File: src/rtl/acc_pkg.sv
package acc_pkg;

  localparam int OP_W = 4;

  typedef logic [OP_W-1:0] op_t;

  localparam op_t OP_NOP   = 4'd0;
  localparam op_t OP_LOAD  = 4'd1;
  localparam op_t OP_ADD   = 4'd2;
  localparam op_t OP_STORE = 4'd3;
  localparam op_t OP_SUB   = 4'd4;
  localparam op_t OP_IN    = 4'd5;
  localparam op_t OP_OUT   = 4'd6;
  localparam op_t OP_JMP   = 4'd8;
  localparam op_t OP_SKZ   = 4'd9;
  localparam op_t OP_SKG   = 4'd10;
  localparam op_t OP_SKL   = 4'd11;

  typedef enum logic [3:0] {
    ST_F_MAR, ST_F_RD,  ST_F_MDR, ST_F_IR,  ST_DEC,
    ST_M_MAR, ST_M_RD,  ST_M_MDR, ST_M_ALU,
    ST_S_MAR, ST_S_MDR, ST_S_WR,
    ST_IN,    ST_OUT,   ST_HALT
  } st_e;

  typedef struct packed {
    logic z;
    logic g;
    logic l;
  } flags_t;

endpackage

File: src/rtl/acc_alu.sv
module acc_alu
  import acc_pkg::*;
#(
  parameter int DATA_W = 16
) (
  input  op_t               op,
  input  logic [DATA_W-1:0] a,
  input  logic [DATA_W-1:0] b,
  output logic [DATA_W-1:0] res,
  output flags_t            fl
);

  always_comb begin
    case (op)
      OP_ADD:  res = a + b;
      OP_SUB:  res = a - b;
      default: res = b;
    endcase
  end

  always_comb begin
    fl.z = (res == '0);
    fl.l = res[DATA_W-1];
    fl.g = !fl.z && !fl.l;
  end

endmodule

File: src/rtl/acc_ctrl.sv
module acc_ctrl
  import acc_pkg::*;
(
  input  logic clk,
  input  logic rst_n,
  input  op_t  op,
  input  logic in_valid,
  output st_e  state
);

  st_e state_n;

  always_comb begin
    state_n = state;
    case (state)
      ST_F_MAR: state_n = ST_F_RD;
      ST_F_RD:  state_n = ST_F_MDR;
      ST_F_MDR: state_n = ST_F_IR;
      ST_F_IR:  state_n = ST_DEC;
      ST_DEC: begin
        case (op)
          OP_LOAD, OP_ADD, OP_SUB:          state_n = ST_M_MAR;
          OP_STORE:                         state_n = ST_S_MAR;
          OP_IN:                            state_n = ST_IN;
          OP_OUT:                           state_n = ST_OUT;
          OP_NOP, OP_JMP, OP_SKZ, OP_SKG,
          OP_SKL:                           state_n = ST_F_MAR;
          default:                          state_n = ST_HALT;
        endcase
      end
      ST_M_MAR: state_n = ST_M_RD;
      ST_M_RD:  state_n = ST_M_MDR;
      ST_M_MDR: state_n = ST_M_ALU;
      ST_M_ALU: state_n = ST_F_MAR;
      ST_S_MAR: state_n = ST_S_MDR;
      ST_S_MDR: state_n = ST_S_WR;
      ST_S_WR:  state_n = ST_F_MAR;
      ST_IN:    state_n = in_valid ? ST_F_MAR : ST_IN;
      ST_OUT:   state_n = ST_F_MAR;
      ST_HALT:  state_n = ST_HALT;
      default:  state_n = ST_HALT;
    endcase
  end

  always_ff @(posedge clk or negedge rst_n) begin
    if (!rst_n) state <= ST_F_MAR;
    else        state <= state_n;
  end

  // the stopped state is never left without reset
  p_halt_absorb_r10: assert property (@(posedge clk) disable iff (!rst_n)
    state == ST_HALT |=> state == ST_HALT);

  // dispatch is always preceded by the instruction-register load
  p_dec_order_r2: assert property (@(posedge clk) disable iff (!rst_n)
    state == ST_F_IR |=> state == ST_DEC);

endmodule

File: src/rtl/acc_core.sv
module acc_core
  import acc_pkg::*;
#(
  parameter int DATA_W     = 16,
  parameter int ADDR_W     = 12,
  parameter int START_ADDR = 0
) (
  input  logic              clk,
  input  logic              rst_n,
  output logic [ADDR_W-1:0] mem_addr,
  output logic [DATA_W-1:0] mem_wdata,
  output logic              mem_we,
  input  logic [DATA_W-1:0] mem_rdata,
  output logic              in_req,
  output logic [ADDR_W-1:0] in_dev,
  input  logic              in_valid,
  input  logic [DATA_W-1:0] in_data,
  output logic              out_stb,
  output logic [ADDR_W-1:0] out_dev,
  output logic [DATA_W-1:0] out_data,
  output logic              halted
);

  localparam int OPF_W = DATA_W - ADDR_W;
  localparam logic [ADDR_W-1:0] PC_RST = ADDR_W'(START_ADDR);
  localparam logic [ADDR_W-1:0] PC_ONE = ADDR_W'(1);

  st_e               state;
  logic [ADDR_W-1:0] pc_q,  pc_d;
  logic [ADDR_W-1:0] mar_q, mar_d;
  logic [DATA_W-1:0] mdr_q, mdr_d;
  logic [DATA_W-1:0] ir_q,  ir_d;
  logic [DATA_W-1:0] acc_q, acc_d;
  flags_t            fl_q,  fl_d;
  logic pc_en, mar_en, mdr_en, ir_en, acc_en, fl_en;

  op_t               op;
  logic [ADDR_W-1:0] opnd;
  logic [DATA_W-1:0] alu_b, alu_res;
  flags_t            alu_fl;
  logic              skip_take;

  assign op   = op_t'(ir_q[DATA_W-1 -: OPF_W]);
  assign opnd = ir_q[ADDR_W-1:0];

  acc_ctrl u_ctrl (
    .clk      (clk),
    .rst_n    (rst_n),
    .op       (op),
    .in_valid (in_valid),
    .state    (state)
  );

  assign alu_b = (state == ST_IN) ? in_data : mdr_q;

  acc_alu #(.DATA_W(DATA_W)) u_alu (
    .op  (op),
    .a   (acc_q),
    .b   (alu_b),
    .res (alu_res),
    .fl  (alu_fl)
  );

  always_comb begin
    case (op)
      OP_SKZ:  skip_take = fl_q.z;
      OP_SKG:  skip_take = fl_q.g;
      OP_SKL:  skip_take = fl_q.l;
      default: skip_take = 1'b0;
    endcase
  end

  // next-state values and clock enables for the data path
  always_comb begin
    pc_d  = pc_q;  pc_en  = 1'b0;
    mar_d = mar_q; mar_en = 1'b0;
    mdr_d = mdr_q; mdr_en = 1'b0;
    ir_d  = ir_q;  ir_en  = 1'b0;
    acc_d = acc_q; acc_en = 1'b0;
    fl_d  = fl_q;  fl_en  = 1'b0;
    case (state)
      ST_F_MAR: begin mar_d = pc_q; mar_en = 1'b1; end
      ST_F_MDR, ST_M_MDR: begin mdr_d = mem_rdata; mdr_en = 1'b1; end
      ST_F_IR: begin
        ir_d = mdr_q;          ir_en = 1'b1;
        pc_d = pc_q + PC_ONE;  pc_en = 1'b1;
      end
      ST_DEC: begin
        if (op == OP_JMP) begin
          pc_d = opnd; pc_en = 1'b1;
        end else if (skip_take) begin
          pc_d = pc_q + PC_ONE; pc_en = 1'b1;
        end
      end
      ST_M_MAR, ST_S_MAR: begin mar_d = opnd; mar_en = 1'b1; end
      ST_M_ALU: begin
        acc_d = alu_res; acc_en = 1'b1;
        fl_d  = alu_fl;  fl_en  = 1'b1;
      end
      ST_S_MDR: begin mdr_d = acc_q; mdr_en = 1'b1; end
      ST_IN: begin
        if (in_valid) begin
          acc_d = alu_res; acc_en = 1'b1;
          fl_d  = alu_fl;  fl_en  = 1'b1;
        end
      end
      default: ;
    endcase
  end

  always_ff @(posedge clk or negedge rst_n) begin
    if (!rst_n) begin
      pc_q  <= PC_RST;
      mar_q <= '0;
      mdr_q <= '0;
      ir_q  <= '0;
      acc_q <= '0;
      fl_q  <= '0;
    end else begin
      if (pc_en)  pc_q  <= pc_d;
      if (mar_en) mar_q <= mar_d;
      if (mdr_en) mdr_q <= mdr_d;
      if (ir_en)  ir_q  <= ir_d;
      if (acc_en) acc_q <= acc_d;
      if (fl_en)  fl_q  <= fl_d;
    end
  end

  assign mem_addr  = mar_q;
  assign mem_wdata = mdr_q;
  assign mem_we    = (state == ST_S_WR);
  assign in_req    = (state == ST_IN);
  assign in_dev    = opnd;
  assign out_stb   = (state == ST_OUT);
  assign out_dev   = opnd;
  assign out_data  = acc_q;
  assign halted    = (state == ST_HALT);

  // a write lasts exactly one cycle
  p_we_single_r4: assert property (@(posedge clk) disable iff (!rst_n)
    mem_we |=> !mem_we);

  // the output strobe is a single-cycle pulse
  p_out_pulse_r9: assert property (@(posedge clk) disable iff (!rst_n)
    out_stb |=> !out_stb);

  // an unanswered input request is held
  p_in_wait_r8: assert property (@(posedge clk) disable iff (!rst_n)
    (in_req && !in_valid) |=> (in_req && $stable(acc_q)));

  // a stopped core stays stopped and quiet
  p_halt_quiet_r10: assert property (@(posedge clk) disable iff (!rst_n)
    halted |=> (halted && !mem_we && !out_stb && !in_req));

  // at most one flag is set
  p_flags_excl_r5: assert property (@(posedge clk) disable iff (!rst_n)
    $onehot0({fl_q.z, fl_q.g, fl_q.l}));

  // stores, outputs and skips do not disturb the flags
  p_flags_keep_r5: assert property (@(posedge clk) disable iff (!rst_n)
    (mem_we || out_stb || state == ST_DEC) |=> $stable(fl_q));

  // the program counter steps by one at dispatch
  p_pc_step_r2: assert property (@(posedge clk) disable iff (!rst_n)
    state == ST_F_IR |=> pc_q == $past(pc_q) + PC_ONE);

endmodule

File: config.mk
export PLATFORM = sky130hd
export DESIGN_NAME = acc_core
export DESIGN_NICKNAME = d
export VERILOG_FILES = /design/src/rtl/acc_pkg.sv /design/src/rtl/acc_alu.sv /design/src/rtl/acc_ctrl.sv /design/src/rtl/acc_core.sv
export SDC_FILE = /design/constraint.sdc
export NUM_CORES = 1
export LEC_CHECK = 0
export BUFFER_PORTS_ARGS = -buffer_cell sky130_fd_sc_hd__buf_2
export CAP_MARGIN = 20
export CORE_MARGIN = 10
export CORE_UTILIZATION = 25
export CTS_CLUSTER_SIZE = 28
export DETAILED_ROUTE_END_ITERATION = 7
export PLACE_DENSITY = 0.48
export SLEW_MARGIN = 30
export SYNTH_ARGS = -nofsm -noshare
export SYNTH_HDL_FRONTEND = slang
export SYNTH_SLANG_ARGS = --single-unit
File: constraint.sdc
create_clock -name clk -period 4.1 [get_ports clk]
set_input_delay 0.205 -clock clk [delete_from_list [all_inputs] [get_ports clk]]
set_output_delay 0.205 -clock clk [all_outputs]
set_load 0.02 [all_outputs]
==> impl_metrics.toml, run 1 <==
[clock_network]
clk_latency_ns = 0.35
cts.htree.levels = 3
cts_buffers = 9
path_clk_slew_ns = 0.07
clock_sinks = 78
clock_path_buffers = 2
cts-root-buf = "clkbuf_16"
cts_tree = "built"

[worst_setup_path]
cp_max_fo = 4
crit_top_cell = "a21o_1"
critPathKind = "flip-flop to flip-flop"
required_ns = 4.34
crit_path_start_kind = "flip-flop"
endpoint_kind = "flip-flop"
path_cells = "and4bb_4 > buf_4 > mux2i_4 > and4bb_4 > nor2_1 > xnor2_1 > ha_1 > a21o_1 > a21o_1 > a21o_1 > or4_4 > a31oi_4 > o2111a_1 > nand4_1 > o211a_1"
critPathSlowestCell = "or4_4"
critPathMaxStageDelay_ns = 0.50
worstPathArrival_ns = 4.09

[logic_synthesis]
yosysTopAreaCell = "dfrtp_1"
yosysWarnings = 0
syn_inst = 622
ys_ff_latch = 78
netlist_area_mm2 = 0.00541
synth_area_per_cell_um2 = 8.69
syn_nets = 678
async_flop_share_pct = 100
ys_types = 58
yosysSeqAreaShare_pct = 36.1
synth.top_cell.area_share_pct = 36.1
synth_edf_count = 0
yosys-top-cells-area = "dfrtp_1 (36%), mux2i_1 (5.9%), a21oi_1 (5.6%)"
ys.flop_type = "dfrtp_1"

[place]
placedCellCount = 983
finalWeightedCongestion = 0.911
io_buffers = 106
placed_area_mm2 = 0.00625
dp_hpwl_um = 14300

[floorplan]
rows = 53
chipHeight_um = 167
start_util_pct = 25.6
ios = 107
die_w_um = 167
die_area_mm2 = 0.0279
design.core.area_mm2 = 0.0212

[sta]
fmax_mhz = 259
fin_skew_ns = 0.00600
fin_crit_sh_pct = 94.1
drv_slew = 0
setup-tns-final_ns = 0
setup_violations = 0
hold_viol = 0
tightest_slew_ns = 0.879
max-slew-margin-rel_pct = 41.3
rsz0062_at_grt = "no"
min_period_ns = 3.86

[finish]
nets = 778
instances_no_fill = 1002
diodes = 0
final_area_mm2 = 0.00668
fin_util_pct = 31.6
num-fill-cells = 2232
area_growth_pct = 23.6
drive_gt1_share_pct = 28.2

[pwr]
powerDensity_mw_per_mm2 = 1070
power.leakage_nw = 3.07
irDropWorstVdd_v = 0.000265
finalPower_w = 0.00715

[detailed_routing]
avgRoutedWirePerCell_um = 18.6
drtAntennaViolNets = 0
drc_errors = 0
first_pass_iters = 5
viasPerCell = 4.91
drtIter0Drc = 320
vias = 4921
wirelength_um = 18700

[global_routing]
grt_usage_pct = 12.9
antenna_found_initial = 0
grt_pass1_vias = 4934
grt_pass1_wl_um = 29000
grt_max_degree = 52
grt_overflow_total = 0

[outcome]
status = "finished clean"

[hold_path]
hp-class = "input port to flip-flop"

[job]
drv_cap = 0
==> flip-flops by register name, summed over array words and instances (netlist names) <==
signal,cells
ir_q,16
mem_wdata,16
out_data,15
mem_addr,12
pc_q,12
u_ctrl.state,4
fl_q,3
==> cells by family (layout without fill, tap and decap cells) <==
logic type / Yosys count / after routing / synth area share (%)
xor+xnor: 27 / 27 / 4.51
simple gates: 209 / 209 / 17.8
fa+ha+maj: 21 / 21 / 5.00
mux: 54 / 54 / 10.7
compound gates: 168 / 168 / 19.5
buf+inv: 65 / 170 / 6.43
flops: 78 / 78 / 36.1
==> timing repair <==
action	4_1_cts	5_1_grt
hold buffers	1	0
gates resized for setup	3	21
setup endpoints to repair	1	5
setup buffers	0	2
pin swaps	0	1
hold endpoints to repair	50	0
==> power breakdown <==
part,internal [W],total (W),switching (W)
Combinational,0.00190,0.00470,0.00280
Clock,0.000488,0.000868,0.000380
Sequential,0.00113,0.00158,0.000445
==> worst paths after layout <==
kind | from | to | slack, ns | cells past startpoint
max | u_ctrl.state[0]$_DFF_PN0_ | fl_q[1]$_DFFE_PN0P_ | 0.24 | 15
min | mem_rdata[3] | mem_wdata[3]$_DFFE_PN0P_ | 0.05 | 3
max reg2reg | u_ctrl.state[0]$_DFF_PN0_ | fl_q[1]$_DFFE_PN0P_ | 0.24 | 15
min reg2reg | mem_addr[7]$_DFFE_PN0P_ | mem_addr[7]$_DFFE_PN0P_ | 0.52 | 2
max in group asynchronous | rst_n | out_data[10]$_DFFE_PN0P_ | 2.80 | 3
min in group asynchronous | rst_n | pc_q[11]$_DFFE_PN0P_ | 0.44 | 2
==> worst max-delay path, delay by kind of cell (launching register included) <==
family	cells	cell delay, ns
AO/OA/AOI/OAI	6	1.17
XOR/XNOR	1	0.12
adder cells (fa/ha/maj)	1	0.29
buffers and inverters	1	0.17
flip-flops	1	0.38
multiplexers	1	0.26
AND/OR/NAND/NOR	5	1.35
==> per-stage QoR <==
stage	setup slack (ns)	hold slack [ns]
2_1_floorplan	0.125	-0.0906
3_3_place_gp	0.154	0.305
3_5_place_dp	0.0188	0.304
4_1_cts	0.0180	0.0315
5_1_grt	0.0270	0.0480
6_report	0.243	0.0459
==> cells in the final DEF (no fill, tap or decap), types with 3 or more instances in the layout <==
cell	synthesis	final
a211oi_1	4	4
a21o_1	11	11
a21oi_1	60	55
a21oi_2	0	5
a22oi_1	17	17
a31oi_1	6	5
and2_1	5	5
and3_1	8	8
and4bb_4	2	3
buf_2	2	105
buf_4	25	38
clkbuf_16	0	9
dfrtp_1	78	78
ha_1	20	20
inv_1	9	9
inv_6	0	5
mux2_2	19	19
mux2i_1	32	29
mux2i_2	1	3
nand2_1	78	77
nand2b_1	8	8
nand3_1	15	15
nor2_1	63	63
nor3_1	10	10
nor4_1	7	6
o2111a_1	3	3
o21a_1	5	5
o21ai_0	33	30
o21ai_1	2	5
o22ai_1	5	5
o31ai_1	5	5
xnor2_1	11	11
xor2_1	15	15
==> cell usage after synthesis, drive strengths merged, types with 2 or more instances <==
cell	n
a22oi	17
nand4	2
nor3	10
ha	20
mux2i	33
a21o	11
nand2b	8
and4bb	3
o22ai	5
o2111a	3
inv	9
nand3	15
o21bai	2
o31ai	5
dfrtp	78
a31oi	7
nor2	63
a211oi	4
buf	29
a221oi	2
nor2b	2
and2	5
mux2	21
and3	8
nand3b	2
a21oi	60
nand2	78
clkbuf	27
o21a	5
a221o	2
xnor2	12
o21ai	35
nor3b	3
xor2	15
nor4	7
==> layout make-up <==
type / count / area, µm² / share of cell area, %
repair buffers: 145 / 841 / 12.6
inverters: 9 / 33.8 / 0.506
well taps: 275 / 344 / 5.15
clock buffers: 9 / 225 / 3.37
clock inverters: 7 / 85.1 / 1.27
flip-flops and latches: 78 / 1950 / 29.2
multi-input cells: 479 / 3200 / 47.9
==> layer usage <==
| metal | vias up | routed length, µm | GRT usage (%) |
|---|---|---|---|
| met3 | 13 | 1110 | 3.15 |
| li1 | 2405 | - | - |
| met2 | 117 | 8970 | 21.6 |
| met1 | 2386 | 8370 | 16.2 |
| met5 | - | 0 | 0 |
| met4 | 0 | 208 | 3.13 |
Note: power is estimated with default switching activity, not from simulation.
==> run 2, diff against run 1 <==
--- a/config.mk
+++ b/config.mk
@@ -11,7 +11,7 @@
 export CORE_UTILIZATION = 25
 export CTS_CLUSTER_SIZE = 28
 export DETAILED_ROUTE_END_ITERATION = 7
-export PLACE_DENSITY = 0.48
+export PLACE_DENSITY = 0.46
 export SLEW_MARGIN = 30
 export SYNTH_ARGS = -nofsm -noshare
 export SYNTH_HDL_FRONTEND = slang
==> constraint.sdc (replaced) <==
create_clock -name clk -period 4.3 [get_ports clk]
set_input_delay 0.215 -clock clk [delete_from_list [all_inputs] [get_ports clk]]
set_output_delay 0.215 -clock clk [all_outputs]
set_load 0.02 [all_outputs]
==> run 2 against run 1 <==
First-iteration DRC count shrank 12%. Clock skew up 0.0036 ns. Critical path depth unchanged. Non-clock buffer count down 9. Global-route usage shrank 0.16 points. Sequential share of layout area increased by 0.78 points.
==> impl_metrics.toml, run 2 (same netlist as run 1, synthesis figures left out) <==
[outcome]
status = "finished clean"

[floorplan]
die_w_um = 167
ios = 107
design.core.area_mm2 = 0.0212
chipHeight_um = 167
rows = 53
start_util_pct = 25.6
die_area_mm2 = 0.0279

[global_routing]
grt_pass1_wl_um = 28600
grt_usage_pct = 12.7
grt_max_degree = 79
grt_pass1_vias = 4895
antenna_found_initial = 0
grt_overflow_total = 0

[hold_path]
min_path_cells = 3
hp-class = "input port to flip-flop"

[finish]
final_cell_mix = "buf_2 (105), nand2_1 (78), dfrtp_1 (78), nor2_1 (63), a21oi_1 (58)"
area_growth_pct = 20.3
multiInputGateArea_mm2 = 0.00313
nets = 769
layout_commonest_cell = "buf_2"
diodes = 0
drive_gt1_share_pct = 25.5
num-fill-cells = 2297
register_area_mm2 = 0.00195

[sta]
min_period_ns = 4.04
rsz0062_at_grt = "no"
fin_skew_ns = 0.00956
fin_crit_sh_pct = 93.8
drv_slew = 0
setup_violations = 0
hold_viol = 0
setup-tns-final_ns = 0
tightest_slew_ns = 0.901
fmax_mhz = 248
max-slew-margin-rel_pct = 39.8

[detailed_routing]
avgRoutedWirePerCell_um = 18.4
drtIter0Drc = 283
vias = 4809
viasPerCell = 4.85
wirelength_um = 18200
first_pass_iters = 5
drtAntennaViolNets = 0
drc_errors = 0

[clock_network]
cts-root-buf = "clkbuf_16"
clock_path_buffers = 2
post_cts_buffers = 0
cts.htree.levels = 3
clock_sinks = 78
path_clk_slew_ns = 0.06
clk_latency_ns = 0.34
cts_tree = "built"
cts_buffers = 9

[worst_setup_path]
cp_max_fo = 8
critPathKind = "flip-flop to flip-flop"
required_ns = 4.53
worstPathArrival_ns = 4.27
r2r_cells = 15
crit_path_start_kind = "flip-flop"
endpoint_kind = "flip-flop"

[place]
finalWeightedCongestion = 0.849
dp_hpwl_um = 14000
io_buffers = 106

[pwr]
p_comb_share_pct = 64.9
p_int_w = 0.00319
seqPwrFrac_pct = 23.4
netSwitchingFraction_pct = 50.9
pwr-share-clk_pct = 11.7
powerDensity_mw_per_mm2 = 999
finalPower_w = 0.00650
power.leakage_nw = 3.00
irDropWorstVdd_v = 0.000231
p_switching_w = 0.00330

[job]
drv_cap = 0
run 2: cell count changes in the layout (fill, tap and decap cells not counted), moves of 3 or more:
cell	previous run	this run
inv_6	5	1
o21ai_0	30	33
o21ai_1	5	2
mux2i_1	29	32
clkinv_2	0	3
a21oi_1	55	58
buf_4	38	29
a21oi_2	5	2
run 2: final timing paths:
kind | startpoint | to | slack, ns
min in group asynchronous | rst_n | mem_addr[10]$_DFFE_PN0P_ | 0.48
setup / recovery | mem_wdata[0]$_DFFE_PN0P_ | fl_q[1]$_DFFE_PN0P_ | 0.26
max in group asynchronous | rst_n | mem_addr[3]$_DFFE_PN0P_ | 3.31
hold reg to reg | pc_q[7]$_DFFE_PN0P_ | pc_q[7]$_DFFE_PN0P_ | 0.52
hold / removal | mem_rdata[6] | mem_wdata[6]$_DFFE_PN0P_ | 0.07
setup reg to reg | mem_wdata[0]$_DFFE_PN0P_ | fl_q[1]$_DFFE_PN0P_ | 0.26
run 2: final cells by class:
cell class	instances	area share (%)
Clock buffer	9	3.46
Tap cell	275	5.29
Sequential cell	78	30.0
Timing Repair Buffer	136	11.7
Multi-Input combinational cell	479	48.0
Clock inverter	6	0.942
Inverter	9	0.519
run 2: critical path: stages (launching register included):
cell	delay [ns]
dfrtp_1	0.48
nor4_1	0.42
mux2i_1	0.19
and4bb_4	0.39
nand2_1	0.12
nor3b_1	0.19
nor2_1	0.07
xor2_1	0.15
ha_1	0.36
a21oi_1	0.19
o21ai_0	0.13
or4_1	0.54
a31oi_2	0.20
o2111a_1	0.23
nand4_1	0.11
o211a_1	0.16
run 2: routing by layer:
layer | track usage (%) | vias to the layer above | share of wire [%]
li1 | - | 2387 | -
met1 | 16.4 | 2294 | 47
met2 | 20.8 | 110 | 47
met3 | 2.73 | 18 | 4.5
met4 | 3.86 | 0 | 1.7
met5 | 0 | - | 0
run 2: power by group through the flow:
stage	Combinational (W)	Sequential, W	Clock, W
final	0.00422	0.00152	0.000762
after global routing	0.00467	0.00158	0.000818
after detailed placement	0.00419	0.00154	0
after global placement	0.00422	0.00154	0
after CTS	0.00422	0.00153	0.000789
after floorplan	0.00289	0.00163	0
run 2: timing repair:
action,in CTS,in global routing
gates resized for setup,0,3
endpoints found under the hold margin,78,0
hold buffers,1,0
endpoints found under the setup margin,0,2
run 2: metrics by stage:
step,instances,instance area (µm²),util (%),hold slack [ns],setup slack (ns)
global placement,976,6190,29.3,0.417,0.273
finish,992,6510,30.8,0.0704,0.265
CTS,992,6500,30.7,0.0547,0.206
floorplan,622,5410,-,-0.0806,0.325
detailed placement,976,6200,29.3,0.329,0.226
global route,992,6510,30.8,0.0651,0.0255
==> run 3, diff against run 2 <==
--- a/config.mk
+++ b/config.mk
@@ -5,12 +5,13 @@
 export SDC_FILE = /design/constraint.sdc
 export NUM_CORES = 1
 export LEC_CHECK = 0
-export BUFFER_PORTS_ARGS = -buffer_cell sky130_fd_sc_hd__buf_2
+export BUFFER_PORTS_ARGS = -buffer_cell sky130_fd_sc_hd__buf_4
 export CAP_MARGIN = 20
 export CORE_MARGIN = 10
 export CORE_UTILIZATION = 25
 export CTS_CLUSTER_SIZE = 28
 export DETAILED_ROUTE_END_ITERATION = 7
+export GPL_TIMING_DRIVEN = 0
 export PLACE_DENSITY = 0.46
 export SLEW_MARGIN = 30
 export SYNTH_ARGS = -nofsm -noshare
==> run 3 against run 2 <==
Critical path depth is the same. Wire length grew 5.1%. Clock skew shrank 0.0041 ns. Core utilization grew 2.4 points. Die area is the same. Register-to-register slack lost 0.11 ns. Non-clock buffer count grew 34. Flip-flop and latch count is the same. Hold slack lost 0.014 ns. Setup slack lost 0.11 ns. Final area grew 7.8%. Total power grew 7.3%. Critical endpoint unchanged. Largest cell class unchanged.
==> impl_metrics.toml, run 3 (same netlist as run 1, synthesis figures left out) <==
[outcome]
status = "finished clean"

[detailed_routing]
drtIter0Drc = 357
drtAntennaViolNets = 0
drc_errors = 0
viasPerCell = 4.81
avgRoutedWirePerCell_um = 18.6
first_pass_iters = 5
wirelength_um = 19100
vias = 4944

[finish]
layout_commonest_cell = "buf_4"
num-fill-cells = 2265
drive_gt1_share_pct = 27.3
multiInputGateArea_mm2 = 0.00320
diodes = 0
register_area_mm2 = 0.00195
instances_no_fill = 1027
final_cell_mix = "buf_4 (140), nand2_1 (77), dfrtp_1 (77), nor2_1 (62), a21oi_1 (57)"
area_growth_pct = 29.8
nets = 803

[sta]
fin_skew_ns = 0.00549
postLayoutSetupSlackWorst_ns = 0.158
max-slew-margin-rel_pct = 49.6
fin_crit_sh_pct = 96.3
tightest_slew_ns = 0.755
fmax_mhz = 241
setup_violations = 0
drv_slew = 0
hold_viol = 0
setup-tns-final_ns = 0
min_period_ns = 4.14

[pwr]
powerDensity_mw_per_mm2 = 994
power.leakage_nw = 3.15
pwr-share-clk_pct = 11.0
p_int_w = 0.00351
irDropWorstVdd_v = 0.000359
netSwitchingFraction_pct = 49.7
finalPower_w = 0.00697
p_switching_w = 0.00347
seqPwrFrac_pct = 22.7
p_comb_share_pct = 66.3

[clock_network]
clk_latency_ns = 0.35
clock_path_buffers = 2
cts-root-buf = "clkbuf_16"
cts_tree = "built"
cts_buffers = 9
path_clk_slew_ns = 0.07
cts.htree.levels = 3
clock_sinks = 78

[global_routing]
grt_overflow_total = 0
antenna_found_initial = 0
grt_pass1_wl_um = 30300
grt_max_degree = 79
grt_pass1_vias = 5155
grt_usage_pct = 13.4

[place]
place_ws_ns = -0.551
dp_hpwl_um = 14700
finalWeightedCongestion = 0.820
io_buffers = 106
placedCellCount = 1003

[worst_setup_path]
worstPathArrival_ns = 4.38
crit_top_cell = "a21o_1"
path_cells = "and4bb_1 > buf_8 > mux2_4 > and4bb_4 > nor2_1 > xnor2_1 > ha_1 > a21o_1 > a21o_1 > a21o_1 > or4_4 > a31oi_4 > o2111a_1 > nand4_1 > o211a_1"
required_ns = 4.54
r2r_setup_slack_ns = 0.16
critPathSlowestCell = "or4_4"
critPathMaxStageDelay_ns = 0.51
cp_max_fo = 7
critPathKind = "flip-flop to flip-flop"
crit_path_start_kind = "flip-flop"
endpoint_kind = "flip-flop"

[floorplan]
die_area_mm2 = 0.0279
ios = 107
die_w_um = 167
rows = 53
design.core.area_mm2 = 0.0212
start_util_pct = 25.6
chipHeight_um = 167

[job]
drv_cap = 0

[hold_path]
hp-class = "input port to flip-flop"
==> run 3: cell types whose count changed in the layout (fill, tap and decap cells not counted), moves of 3 or more <==
cell	before	now
buf_4	29	140
clkinv_2	3	0
clkbuf_1	0	24
buf_2	105	1
o21ai_1	2	5
mux2i_1	32	29
o21ai_0	33	30
==> run 3: power groups by stage <==
stage                     logic (W)  registers, W  clock network [W]
after floorplan             0.00289       0.00163                  0
after global placement      0.00437       0.00159                  0
after detailed placement    0.00437       0.00159                  0
after CTS                   0.00449       0.00158           0.000784
after global routing        0.00510       0.00165           0.000817
final                       0.00462       0.00158           0.000770
==> run 3: what timing repair did <==
item	CTS	global route
buffers inserted	4	5
hold endpoints to repair	78	0
endpoints found under the setup margin	5	3
resized for setup	15	12
pin swaps	3	8
hold buffers	1	0
==> run 3: layout make-up <==
class	instances	share of cell area, %
multi-input cells	479	45.6
flip-flops and latches	78	27.8
repair buffers	116	12.5
well taps	275	4.90
plain buffers	54	4.51
clock buffers	9	3.21
clock inverters	7	0.981
inverters	9	0.482
==> run 3: critical path, delay by kind of cell (launching register included) <==
kind            cells  cell delay (ns)
compound gates      6             1.19
xor+xnor            1             0.22
fa+ha+maj           1             0.31
buf+inv             1             0.17
flops               1             0.45
mux                 1             0.34
simple gates        5             1.36
==> run 3: worst paths after layout <==
| check | endpoint | depth (start not counted) | startpoint |
|---|---|---|---|
| worst min-delay path | mem_wdata[8]$_DFFE_PN0P_ | 3 | mem_rdata[8] |
| worst min register to register | pc_q[1]$_DFFE_PN0P_ | 2 | pc_q[1]$_DFFE_PN0P_ |
| min in group asynchronous | u_ctrl.state[1]$_DFF_PN0_ | 2 | rst_n |
| worst max-delay path | fl_q[1]$_DFFE_PN0P_ | 15 | u_ctrl.state[0]$_DFF_PN0_ |
| max in group asynchronous | u_ctrl.state[0]$_DFF_PN0_ | 2 | rst_n |
| worst max register to register | fl_q[1]$_DFFE_PN0P_ | 15 | u_ctrl.state[0]$_DFF_PN0_ |
==> run 3: metal layers <==
layer / wire, µm / share of wire (%) / vias to the layer above / GRT usage (%)
met5: 0 / 0 / - / 0
met3: 1010 / 5.3 / 29 / 3.48
met1: 8500 / 44 / 2335 / 16.7
met4: 393 / 2.1 / 0 / 4.01
met2: 9240 / 48 / 125 / 22.3
li1: - / - / 2455 / -
==> run 3: through the flow <==
| step | util (%) | area (µm²) | hold slack [ns] |
|---|---|---|---|
| 2_1_floorplan | - | 5410 | -0.0806 |
| 6_report | 33.2 | 7020 | 0.0564 |
| 5_1_grt | 33.2 | 7020 | 0.0519 |
| 4_1_cts | 32.8 | 6940 | 0.0465 |
| 3_3_place_gp | 30.9 | 6550 | 0.417 |
| 3_5_place_dp | 31.0 | 6550 | 0.332 |
